[src/rtl/tuner_ctl_pkg.sv]
package tuner_ctl_pkg;

    parameter int REG_W  = 8;
    parameter int ADDR_W = 4;
    parameter int LOCK_W = 3;
    parameter int PCAP_W = 6;
    parameter int ROMA_W = 4;

    localparam int ROM_N = 1 << ROMA_W;

    localparam logic [ADDR_W-1:0] A_SER  = ADDR_W'(7);
    localparam logic [ADDR_W-1:0] A_PAR  = ADDR_W'(8);
    localparam logic [ADDR_W-1:0] A_TFA  = ADDR_W'(9);
    localparam logic [ADDR_W-1:0] A_RSV  = ADDR_W'(10);
    localparam logic [ADDR_W-1:0] A_RB   = ADDR_W'(11);
    localparam logic [ADDR_W-1:0] A_STAT = ADDR_W'(12);

    localparam logic [REG_W-1:0]  SER_RST = REG_W'(8'h0F);
    localparam logic [PCAP_W-1:0] PAR_RST = PCAP_W'(6'b001001);

    // Constant filter table: word(a) = 29*a + 7, truncated to a byte
    function automatic logic [REG_W-1:0] rom_word(input int a);
        return REG_W'((a * 29 + 7) % 256);
    endfunction

    typedef struct packed {
        logic [REG_W-1:0]  ser;
        logic [PCAP_W-1:0] par;
        logic              fld;
        logic [ROMA_W-1:0] tfa;
        logic [REG_W-1:0]  rb;
    } filt_st_t;

    typedef struct packed {
        logic [LOCK_W-1:0] lock;
        logic              por;
        logic              src_stat;
    } stat_st_t;

    typedef struct packed {
        logic [REG_W-1:0] data;
    } rd_st_t;

endpackage

[src/rtl/tuner_ctl_filter.sv]
module tuner_ctl_filter
    import tuner_ctl_pkg::*;
(
    input  logic              clk,
    input  logic              rst_n,
    input  logic              wr_stb,
    input  logic [ADDR_W-1:0] wr_addr,
    input  logic [REG_W-1:0]  wr_data,
    output logic [REG_W-1:0]  ser_q,
    output logic [PCAP_W-1:0] par_q,
    output logic              fld_q,
    output logic [ROMA_W-1:0] tfa_q,
    output logic [REG_W-1:0]  rb_q
);

    localparam int LOAD_BIT = REG_W - 1;

    logic [REG_W-1:0] rom_w [ROM_N];

    for (genvar gi = 0; gi < ROM_N; gi++) begin : g_rom
        assign rom_w[gi] = rom_word(gi);
    end

    filt_st_t st_d, st_q;

    always_comb begin
        st_d = st_q;
        if (wr_stb) begin
            case (wr_addr)
                A_SER: st_d.ser = wr_data;
                A_PAR: begin
                    st_d.par = wr_data[PCAP_W-1:0];
                    st_d.fld = wr_data[LOAD_BIT];
                    if (wr_data[LOAD_BIT] && !st_q.fld) begin
                        st_d.rb = rom_w[st_q.tfa];
                    end
                end
                A_TFA: st_d.tfa = wr_data[ROMA_W-1:0];
                default: ;
            endcase
        end
    end

    always_ff @(posedge clk or negedge rst_n) begin
        if (!rst_n) begin
            st_q <= '{ser: SER_RST, par: PAR_RST, fld: 1'b0, tfa: '0, rb: '0};
        end else begin
            st_q <= st_d;
        end
    end

    assign ser_q = st_q.ser;
    assign par_q = st_q.par;
    assign fld_q = st_q.fld;
    assign tfa_q = st_q.tfa;
    assign rb_q  = st_q.rb;

endmodule

[src/rtl/tuner_ctl_status.sv]
module tuner_ctl_status
    import tuner_ctl_pkg::*;
(
    input  logic              clk,
    input  logic              rst_n,
    input  logic              rd_stb,
    input  logic [ADDR_W-1:0] rd_addr,
    input  logic              rd_done,
    input  logic [LOCK_W-1:0] pll_lock,
    output logic [LOCK_W-1:0] lock_q,
    output logic              por_q,
    output logic              pll_locked,
    output logic              band_down,
    output logic              band_up
);

    stat_st_t st_d, st_q;

    always_comb begin
        st_d      = st_q;
        st_d.lock = pll_lock;
        // clear only when the delivered byte was a status byte
        if (rd_done && st_q.src_stat) begin
            st_d.por = 1'b0;
        end
        if (rd_stb) begin
            st_d.src_stat = (rd_addr == A_STAT);
        end
    end

    always_ff @(posedge clk or negedge rst_n) begin
        if (!rst_n) begin
            st_q <= '{lock: '0, por: 1'b1, src_stat: 1'b0};
        end else begin
            st_q <= st_d;
        end
    end

    assign lock_q     = st_q.lock;
    assign por_q      = st_q.por;
    assign band_down  = (st_q.lock == '0);
    assign band_up    = (st_q.lock == '1);
    assign pll_locked = !band_down && !band_up;

endmodule

[src/rtl/tuner_ctl_rdport.sv]
module tuner_ctl_rdport
    import tuner_ctl_pkg::*;
(
    input  logic              clk,
    input  logic              rst_n,
    input  logic              rd_stb,
    input  logic [ADDR_W-1:0] rd_addr,
    input  logic [REG_W-1:0]  ser,
    input  logic [PCAP_W-1:0] par,
    input  logic              fld,
    input  logic [ROMA_W-1:0] tfa,
    input  logic [REG_W-1:0]  rb,
    input  logic [LOCK_W-1:0] lock,
    input  logic              por,
    output logic [REG_W-1:0]  rd_data
);

    localparam int PAR_PAD  = REG_W - PCAP_W - 1;
    localparam int TFA_PAD  = REG_W - ROMA_W;
    localparam int STAT_PAD = REG_W - LOCK_W - 1;

    rd_st_t st_d, st_q;
    logic [REG_W-1:0] mux_w;

    always_comb begin
        case (rd_addr)
            A_SER:   mux_w = ser;
            A_PAR:   mux_w = {fld, {PAR_PAD{1'b0}}, par};
            A_TFA:   mux_w = {{TFA_PAD{1'b0}}, tfa};
            A_RB:    mux_w = rb;
            A_STAT:  mux_w = {por, lock, {STAT_PAD{1'b0}}};
            default: mux_w = '0;
        endcase
    end

    always_comb begin
        st_d = st_q;
        if (rd_stb) begin
            st_d.data = mux_w;
        end
    end

    always_ff @(posedge clk or negedge rst_n) begin
        if (!rst_n) begin
            st_q <= '{data: '0};
        end else begin
            st_q <= st_d;
        end
    end

    assign rd_data = st_q.data;

endmodule

[src/rtl/tuner_ctl_regs.sv]
module tuner_ctl_regs
    import tuner_ctl_pkg::*;
(
    input  logic              clk,
    input  logic              rst_n,
    input  logic              wr_stb,
    input  logic [ADDR_W-1:0] wr_addr,
    input  logic [REG_W-1:0]  wr_data,
    input  logic              rd_stb,
    input  logic [ADDR_W-1:0] rd_addr,
    input  logic              rd_done,
    input  logic [LOCK_W-1:0] pll_lock,
    output logic [REG_W-1:0]  rd_data,
    output logic [REG_W-1:0]  series_cap,
    output logic [PCAP_W-1:0] par_cap,
    output logic [ROMA_W-1:0] rom_addr,
    output logic              pll_locked,
    output logic              band_down,
    output logic              band_up
);

    logic [REG_W-1:0]  ser_w;
    logic [PCAP_W-1:0] par_w;
    logic              fld_w;
    logic [ROMA_W-1:0] tfa_w;
    logic [REG_W-1:0]  rb_w;
    logic [LOCK_W-1:0] lock_w;
    logic              por_w;

    tuner_ctl_filter u_filt (
        .clk     (clk),
        .rst_n   (rst_n),
        .wr_stb  (wr_stb),
        .wr_addr (wr_addr),
        .wr_data (wr_data),
        .ser_q   (ser_w),
        .par_q   (par_w),
        .fld_q   (fld_w),
        .tfa_q   (tfa_w),
        .rb_q    (rb_w)
    );

    tuner_ctl_status u_stat (
        .clk        (clk),
        .rst_n      (rst_n),
        .rd_stb     (rd_stb),
        .rd_addr    (rd_addr),
        .rd_done    (rd_done),
        .pll_lock   (pll_lock),
        .lock_q     (lock_w),
        .por_q      (por_w),
        .pll_locked (pll_locked),
        .band_down  (band_down),
        .band_up    (band_up)
    );

    tuner_ctl_rdport u_rd (
        .clk     (clk),
        .rst_n   (rst_n),
        .rd_stb  (rd_stb),
        .rd_addr (rd_addr),
        .ser     (ser_w),
        .par     (par_w),
        .fld     (fld_w),
        .tfa     (tfa_w),
        .rb      (rb_w),
        .lock    (lock_w),
        .por     (por_w),
        .rd_data (rd_data)
    );

    assign series_cap = ser_w;
    assign par_cap    = par_w;
    assign rom_addr   = tfa_w;

endmodule

[config.mk]
export PLATFORM = sky130hd
export DESIGN_NAME = tuner_ctl_regs
export DESIGN_NICKNAME = d
export VERILOG_FILES = /design/src/rtl/tuner_ctl_pkg.sv /design/src/rtl/tuner_ctl_filter.sv /design/src/rtl/tuner_ctl_status.sv /design/src/rtl/tuner_ctl_rdport.sv /design/src/rtl/tuner_ctl_regs.sv
export SDC_FILE = /design/constraint.sdc
export NUM_CORES = 1
export LEC_CHECK = 0
export BUFFER_PORTS_ARGS = -buffer_cell sky130_fd_sc_hd__buf_2
export CAP_MARGIN = 20
export CELL_PAD_IN_SITES_DETAIL_PLACEMENT = 0
export CELL_PAD_IN_SITES_GLOBAL_PLACEMENT = 2
export CORE_ASPECT_RATIO = 0.6
export CORE_MARGIN = 5
export CORE_UTILIZATION = 35
export DETAILED_ROUTE_END_ITERATION = 16
export PLACE_DENSITY = 0.8
export SETUP_SLACK_MARGIN = 0.15
export SLEW_MARGIN = 20
export SYNTH_ARGS = -nofsm -noshare
export SYNTH_HDL_FRONTEND = slang
export SYNTH_SLANG_ARGS = --single-unit
[constraint.sdc]
create_clock -name clk -period 1.8 [get_ports clk]
set_clock_uncertainty 0.1 [all_clocks]
set_input_delay 0.09 -clock clk [delete_from_list [all_inputs] [get_ports clk]]
set_output_delay 0.09 -clock clk [all_outputs]
set_load 0.05 [all_outputs]
Word level (Yosys, flattened, before mapping) --
Memory sizes are Yosys's and may differ from the RTL's. A register that Yosys moved wholly into a read port is not among the register bits. Cells that the tools add are included.
Cells by class: equal/unequal tests 9, multiplexer cells 1, bitwise gates (word level) 1, reduce and logical (&&, ||, !) cells 12
Operators by type and width (number):
- one-hot mux 8 bit (5 select lines) | 1
- == test 4 bit, second input constant | 6
- == test 4 x 3 -> 1 bit, second input constant | 2
- AND reduction 2 bit | 3
- NOT 4 -> 5 bit | 1
- zero test 1 bit | 4
- == test 3 bit, second input constant | 1
- logical AND 1 bit | 3
- zero test 3 bit | 1
- AND reduction 3 bit | 1
Word-level totals: bits in registers 32, bits in read-only memories 128, input port bits 24, output and inout port bits 29, word-level logic and storage cells 32, memories 1
Memories:
- (name not given) | words 16, width 8, read ports 1, clocked after memory_dff 1, write ports 0, line tuner_ctl_filter.sv:35 | st_d.rb = rom_w[st_q.tfa];

Longest topological paths before layout --
Gate-level depths: netlist of the first run.
word-level depth 3, mapped depth 5, mapped depth without buffers 5

Cells and area by module --
A second synthesis of the first run with hierarchy kept.
Second synthesis, totals: cell total of the unflattened synthesis 178, area total of the unflattened synthesis 2179.6 um^2
By module, submodules not included:
- tuner_ctl_filter | instances 1, cells each 99, area each 1370.1 um^2, sequential area each 683.2 um^2
- tuner_ctl_rdport | instances 1, cells each 64, area each 608.1 um^2, sequential area each 200.2 um^2
- tuner_ctl_status | instances 1, cells each 15, area each 201.4 um^2, sequential area each 126.4 um^2

Least setup slack after synthesis of the first run --
No wires, ideal clock.
kind reg2out, from reg u_stat.st_q, in the netlist u_stat.lock_q[0], to out pll_locked, data arrival time 2.079 ns, data required time 1.610 ns, setup slack -0.469 ns, stages on the path, launching flop included 3, buffers on the path 0, path through dfrtp_1 > nor3_1 > nor2_1
On the way: word-level cells in the longest chain between the ends 3
RTL lines:
- from (decl) | line tuner_ctl_status.sv:17 | stat_st_t st_d, st_q;
- from (signal assigned) | line tuner_ctl_status.sv:33 | st_q <= '{lock: '0, por: 1'b1, src_stat: 1'b0};
- from (signal assigned) | line tuner_ctl_status.sv:35 | st_q <= st_d;
- zero test 3 bit | line tuner_ctl_status.sv:41 | assign band_down = (st_q.lock == '0);
- via band_down | line tuner_ctl_regs.sv:18 | output logic band_down,
- zero test 1 bit | line tuner_ctl_status.sv:43 | assign pll_locked = !band_down && !band_up;
- logical AND 1 bit | line tuner_ctl_status.sv:43
- to (decl) | line tuner_ctl_regs.sv:17 | output logic pll_locked,
The timed path passes the listed nets, and every way through them passes these cells.

Worst setup path after layout of the first run --
from reg u_filt.st_q, in the netlist u_filt.tfa_q[1], to reg, netlist name u_filt.rb_q[5]
On the way: word-level cells in the longest chain between the ends 1
RTL lines:
- from (decl) | line tuner_ctl_filter.sv:24 | filt_st_t st_d, st_q;
- from (signal assigned) | line tuner_ctl_filter.sv:46 | st_q <= '{ser: SER_RST, par: PAR_RST, fld: 1'b0, tfa: '0, rb: '0};
- from (signal assigned) | line tuner_ctl_filter.sv:48 | st_q <= st_d;
- NOT 4 -> 5 bit (implied by the code) | line tuner_ctl_filter.sv:35
Every way passes these cells. A chain may end at the register's enable or synchronous reset.

==> results of run 1 <==
## worst register-to-register path, cell delays in order (launching register included)
cell and delay, ps:
dfrtp_4 540, inv_4 100, ha_4 210, mux4_2 470
a21oi_2 120
## through the flow
step | power [µW] | hold slack (ps) | cell area (µm²)
CTS | 3190 | 95.8 | 2870
global placement | 2390 | -25.6 | 2610
finish | 3200 | 106 | 2920
detailed placement | 2390 | -23.9 | 2610
floorplan | 2060 | -306 | 2290
global route | 3380 | 126 | 2920
## sequential cells by signal (all words and copies together) (netlist names)
register and flops:
u_filt.par_q 6, u_stat.por_q 1, u_stat.st_q 1, u_filt.ser_q 8
u_filt.rb_q 8, u_filt.tfa_q 4, u_rd.rd_data 8, u_filt.fld_q 1
u_stat.lock_q 3
## layout by cell type, fill, tap and decap left out, types with 6 or more instances in the layout
cell	n
a21oi_1	9
mux2_4	11
mux2_2	19
nand2_1	12
dfrtp_1	31
dfstp_2	7
a31oi_1	6
nand3b_1	16
a22o_1	8
buf_2	52
a2bb2oi_1	8
dlygate4sd3_1	14
## layout make-up
| cell class | count | area share |
|---|---|---|
| repair buffers | 72 | 0.157 |
| flip-flops and latches | 40 | 0.348 |
| well taps | 84 | 0.0361 |
| multi-input cells | 131 | 0.409 |
| clock buffers | 5 | 0.0236 |
| clock inverters | 3 | 0.0163 |
| inverters | 7 | 0.00987 |
## cell families (layout without fill, tap and decap cells)
| group | count (synthesis) | in the layout | synth area share |
|---|---|---|---|
| flip-flops | 40 | 40 | 0.448 |
| adder cells (fa/ha/maj) | 7 | 7 | 0.0389 |
| buffers and inverters | 16 | 87 | 0.0411 |
| AO/OA/AOI/OAI | 40 | 40 | 0.131 |
| AND/OR/NAND/NOR | 52 | 52 | 0.158 |
| multiplexers | 32 | 32 | 0.183 |
## layer usage
| layer | global-route usage | vias to the layer above | wire, µm |
|---|---|---|---|
| met5 | 0 | - | 0 |
| met4 | 0.0240 | 0 | 0 |
| met3 | 0.0425 | 0 | 283 |
| met2 | 0.194 | 32 | 2280 |
| met1 | 0.237 | 832 | 3180 |
| li1 | - | 824 | - |
## power breakdown
part | total, µW | switching, µW | internal, µW
registers | 1280 | 195 | 1090
logic | 1150 | 690 | 463
clock network | 759 | 341 | 418
total | 3200 | 1230 | 1970
## worst max path at each step
stage                    start             end  slack [ps]  cells past startpoint
5_1_grt        u_filt.tfa_q[1]  u_filt.rb_q[5]         140                      4
2_1_floorplan  u_filt.tfa_q[0]  u_filt.rb_q[5]         150                      4
4_1_cts        u_filt.tfa_q[1]  u_filt.rb_q[5]         160                      5
6_report       u_filt.tfa_q[1]  u_filt.rb_q[5]         180                      4
3_5_place_dp   u_filt.tfa_q[1]  u_filt.rb_q[5]         170                      5
3_3_place_gp   u_filt.tfa_q[1]  u_filt.rb_q[5]         200                      5
## repair_timing
item | in CTS | in global routing
setup buffers | 0 | 4
gates resized for setup | 0 | 3
hold buffers | 14 | 0
endpoints found under the hold margin | 64 | 0
setup endpoints to repair | 0 | 1
==> summary.md, run 1 <==
| Metric | Value |
|---|---|
| Setup_tns | `0 ps` |
| Ys async rst share | `1.00` |
| First-pass GRT wire length | `9350 µm` |
| Setup violators final | `0` |
| Vias per inst | `4.94` |
| Worst Hold Depth | `4` |
| Status | `finished, final reports clean` |
| #FFs+latches synth | `40` |
| Placed insts | `316` |
| Initial Utilization | `0.364` |
| CP top delay family | `flip-flops` |
| Max-slew headroom | `0.692` |
| Worst Path Buf+Inv | `1` |
| Max rail drop VDD | `539 µV` |
| CP cell instances | `inv_4 -> ha_4 -> mux4_2 -> a21oi_2` |
| Slew Viols, Final | `0` |
| Fin nets | `288` |
| Setup slack at placement | `167 ps` |
| Hold crit path type | `in -> reg` |
| Setup slack, reg-to-reg | `180 ps` |
| H-Tree Level Count | `2` |
| Top-count cell post-synth | `dfrtp_1` |
| Die area | `8190 µm²` |
| Core region area | `6190 µm²` |
| Max Freq | `619 MHz` |
| Fin cells | `342` |
| First-pass iteration count of the detailed router | `4` |
| Shortest period the worst path allows | `1620 ps` |
| Synth cell count leaders | `dfrtp_1, mux2_2, nand3b_1` |
| Synth Instances | `187` |
| Port Buffer Count | `52` |
| CP max FO | `8` |
| Critical path's slowest cell | `dfrtp_4` |
| Syn Area/Cell | `12.0 µm²` |
| EDFF count, synth | `0` |
| CTS Buffer Depth | `2` |
| Power density over the cells | `1100 nW/µm²` |
| DRC | `0` |
| Worst slew pin tran | `462 ps` |
| Initial antenna violation count | `0` |
| Final Wtd Congestion | `0.770` |
| Max incr delay on CP | `540 ps` |
| Share of layout cells above drive strength 1 | `0.473` |
| RR Startpoint | `u_filt.tfa_q[1]` |
| Leading area contributor after synthesis | `dfrtp_1` |
| DR WL/cell | `16.8 µm` |
| Critical path required time | `1920 ps` |
| Leakage | `0.00131 µW` |
| Post-synthesis cell type count | `41` |
| Final period utilization | `0.898` |
| Hold_sp | `rd_addr[1]` |
| GRT Resource Usage Total | `0.147` |
| Worst setup SP type | `flop` |
| Synth-to-Final Area Change | `29.4%` |
| Crit end category | `flop` |
| Clk root buf | `clkbuf_8` |
| Setup WS post-layout | `183 ps` |
| Primary FF master, synth | `dfrtp_1` |
| Seq/Total Area, Yosys | `0.448` |
| DP HPWL | `4310 µm` |
| RSZ-0062 raised after global routing | `false` |
| ANT nets after route | `0` |
| Util after Layout | `0.471` |
| Worst-path clk slew | `80 ps` |
| Clock sinks | `40` |
| Yosys top cell area share | `0.367` |
| Total Wirelength | `5740 µm` |
| Number of global-route vias before repair | `1656` |
| Critical path class | `reg -> reg` |
| WP data arrival | `1740 ps` |
| Synthesized cell area | `2250 µm²` |
| Die H | `72.1 µm` |
| Area taken by multi-input logic gates | `1190 µm²` |
| Largest net degree at the start of global routing | `41` |
| R2r worst-path depth | `4` |
| Row cnt | `22` |
| TritonCTS clock tree | `built` |
| 1st-iter DRT viols | `85` |
| Diodes inserted | `0` |
| Largest cells by area after synthesis | `dfrtp_1, mux2_2, dfstp_2` |
| Number of fill cells | `608` |
| Die width | `114 µm` |
| Final Hold Vio Count | `0` |
| Syn Nets | `218` |
| WHS Endpoint | `u_stat.st_q[0]` |
| I/O pins | `53` |
| Sequential cell area | `1010 µm²` |
| Clock Latency Late Sink | `290 ps` |
| DR vias | `1688` |
| Worst R2R End | `u_filt.rb_q[5]` |
| YS warnings | `0` |
| TritonCTS Buffers | `5` |
| Max_cap viols | `0` |
| Total congestion overflow | `0` |
Power figures use the tool's default switching activity.
==> run 2: changes to the inputs <==
--- a/config.mk
+++ b/config.mk
@@ -10,10 +10,10 @@
 export CELL_PAD_IN_SITES_DETAIL_PLACEMENT = 0
 export CELL_PAD_IN_SITES_GLOBAL_PLACEMENT = 2
 export CORE_ASPECT_RATIO = 0.6
-export CORE_MARGIN = 5
-export CORE_UTILIZATION = 35
+export CORE_MARGIN = 1.5
+export CORE_UTILIZATION = 37
 export DETAILED_ROUTE_END_ITERATION = 16
-export PLACE_DENSITY = 0.8
+export PLACE_DENSITY = 0.84
 export SETUP_SLACK_MARGIN = 0.15
 export SLEW_MARGIN = 20
 export SYNTH_ARGS = -nofsm -noshare
==> constraint.sdc (replaced) <==
create_clock -name clk -period 2.1 [get_ports clk]
set_clock_uncertainty 0.1 [all_clocks]
set_input_delay 0.105 -clock clk [delete_from_list [all_inputs] [get_ports clk]]
set_output_delay 0.105 -clock clk [all_outputs]
set_load 0.05 [all_outputs]
==> run 2 against run 1 <==
Register-to-register slack improved by 190 ps; sequential power shrank 14%; critical path type unchanged; combinational power is 21% lower; highest routed layer is now met4; first-iteration DRC count rose by 11%; count of clock-buffer cells in the layout unchanged; via count rose by 1.4%; sequential share of layout area up 1.0 points; power decreased by 17%; clock power down 13%.
==> summary.md, run 2 (synthesized netlist as in run 1, its figures left out) <==
| Metric | Value |
|---|---|
| Worst-path clk slew | `90 ps` |
| Clock sinks | `40` |
| Number of cells upsized or downsized after cts | `0` |
| Cell internal pwr | `1640 µW` |
| Number of fill cells | `557` |
| Hold_sp | `rd_addr[1]` |
| Vias per inst | `5.13` |
| Share of layout cells above drive strength 1 | `0.441` |
| Status | `finished, final reports clean` |
| Setup_tns | `0 ps` |
| Sequential power share | `0.412` |
| RR Startpoint | `u_filt.tfa_q[0]` |
| Highest metal used | `met4` |
| RSZ-0062 raised after global routing | `false` |
| DR WL met2 | `2150 µm` |
| CP max FO | `9` |
| Slew Viols, Final | `0` |
| Largest net degree at the start of global routing | `26` |
| Critical path class | `reg -> reg` |
| R2r worst-path depth | `4` |
| Most common cell after layout, fill and taps aside | `buf_2` |
| Setup slack at placement | `382 ps` |
| Clock share of power | `0.248` |
| Number of global-route vias before repair | `1646` |
| Total congestion overflow | `0` |
| Die width | `104 µm` |
| Fin nets | `284` |
| Diodes inserted | `0` |
| Clock Latency Late Sink | `300 ps` |
| Critical path required time | `2220 ps` |
| Power density over the cells | `943 nW/µm²` |
| TritonCTS Buffers | `5` |
| Worst Hold Depth | `4` |
| I/O pins | `53` |
| Port Buffer Count | `52` |
| Crit end category | `flop` |
| Final Wtd Congestion | `0.767` |
| Met1 wire length | `3010 µm` |
| Setup Fix Bufs, Post-CTS | `0` |
| Shortest period the worst path allows | `1720 ps` |
| Leakage | `0.00128 µW` |
| Net load switching power | `1020 µW` |
| Setup slack, reg-to-reg | `380 ps` |
| ANT nets after route | `0` |
| Synth-to-Final Area Change | `25.4%` |
| Die area | `6580 µm²` |
| Fin cells | `334` |
| DR WL/cell | `16.4 µm` |
| DP HPWL | `4090 µm` |
| Initial Utilization | `0.393` |
| TritonCTS clock tree | `built` |
| Hold crit path type | `in -> reg` |
| WL met3 | `301 µm` |
| Max rail drop VDD | `588 µV` |
| Setup WS post-layout | `377 ps` |
| First-pass GRT wire length | `9020 µm` |
| Max-slew headroom | `0.607` |
| Worst slew pin tran | `589 ps` |
| Max_cap viols | `0` |
| Total Wirelength | `5490 µm` |
| Most frequent cells in the layout | `buf_2, dfrtp_1, mux2_2, nand3b_1, dlygate4sd3_1` |
| Core region area | `5730 µm²` |
| DR vias | `1712` |
| First-pass iteration count of the detailed router | `4` |
| H-Tree Level Count | `2` |
| DRC | `0` |
| Max Freq | `581 MHz` |
| WHS Endpoint | `u_stat.st_q[0]` |
| Combinational share of power | `0.340` |
| Row cnt | `21` |
| Placed insts | `312` |
| Setup violators final | `0` |
| Die H | `63.4 µm` |
| CTS Buffer Depth | `2` |
| Worst R2R End | `u_filt.rb_q[5]` |
| 1st-iter DRT viols | `94` |
| Worst setup SP type | `flop` |
| Initial antenna violation count | `0` |
| WP data arrival | `1850 ps` |
| Clk root buf | `clkbuf_8` |
| Final Hold Vio Count | `0` |
| Final period utilization | `0.820` |
| Hold-fix buffers, CTS | `14` |
| Switching Share | `0.384` |
| GRT Resource Usage Total | `0.181` |
==> run 2: how the worst max path moves through the flow <==
stage | startpoint | end | depth (start not counted)
final | u_filt.tfa_q[0] | u_filt.rb_q[5] | 4
after global routing | u_filt.tfa_q[1] | u_filt.rb_q[5] | 4
after CTS | u_filt.tfa_q[0] | u_filt.rb_q[5] | 4
after detailed placement | u_filt.tfa_q[0] | u_filt.rb_q[5] | 4
after global placement | u_filt.tfa_q[0] | u_filt.rb_q[5] | 4
after floorplan | u_filt.tfa_q[0] | u_filt.rb_q[5] | 4
==> run 2: final cells by class <==
cell class / instances / area, µm² / area share
multi-input combinational: 131 / 1150 / 0.409
timing repair buffer: 68 / 415 / 0.147
clock buffer: 5 / 68.8 / 0.0244
inverter: 7 / 26.3 / 0.00930
clock inverter: 3 / 46.3 / 0.0164
sequential: 40 / 1010 / 0.358
tap: 80 / 100 / 0.0354
==> run 2: power by group through the flow <==
| stage | clock, µW | sequential (µW) | combinational (µW) |
|---|---|---|---|
| 6_report | 660 | 1100 | 907 |
| 5_1_grt | 722 | 1130 | 969 |
| 4_1_cts | 676 | 1100 | 911 |
| 3_5_place_dp | 0 | 1110 | 888 |
| 3_3_place_gp | 0 | 1110 | 891 |
| 2_1_floorplan | 0 | 1340 | 398 |
==> run 2: routing by layer <==
layer / up-vias / global-route usage
li1: 821 / -
met3: 5 / 0.0414
met2: 47 / 0.233
met4: 0 / 0.0365
met1: 839 / 0.298
met5: - / 0
==> run 2: critical path, stage by stage (launching register included) <==
cell and delay (ps):
dfrtp_2 450, inv_1 120, ha_1 360, mux4_2 470
a21oi_1 140
==> run 2: metrics by stage <==
stage	area, µm²	hold WS (ps)	utilization	total power, µW
finish	2820	129	0.493	2660
global route	2820	149	0.493	2820
CTS	2820	122	0.493	2680
detailed placement	2570	44.1	0.448	2000
global placement	2570	45.5	0.448	2000
floorplan	2260	-291	-	1740
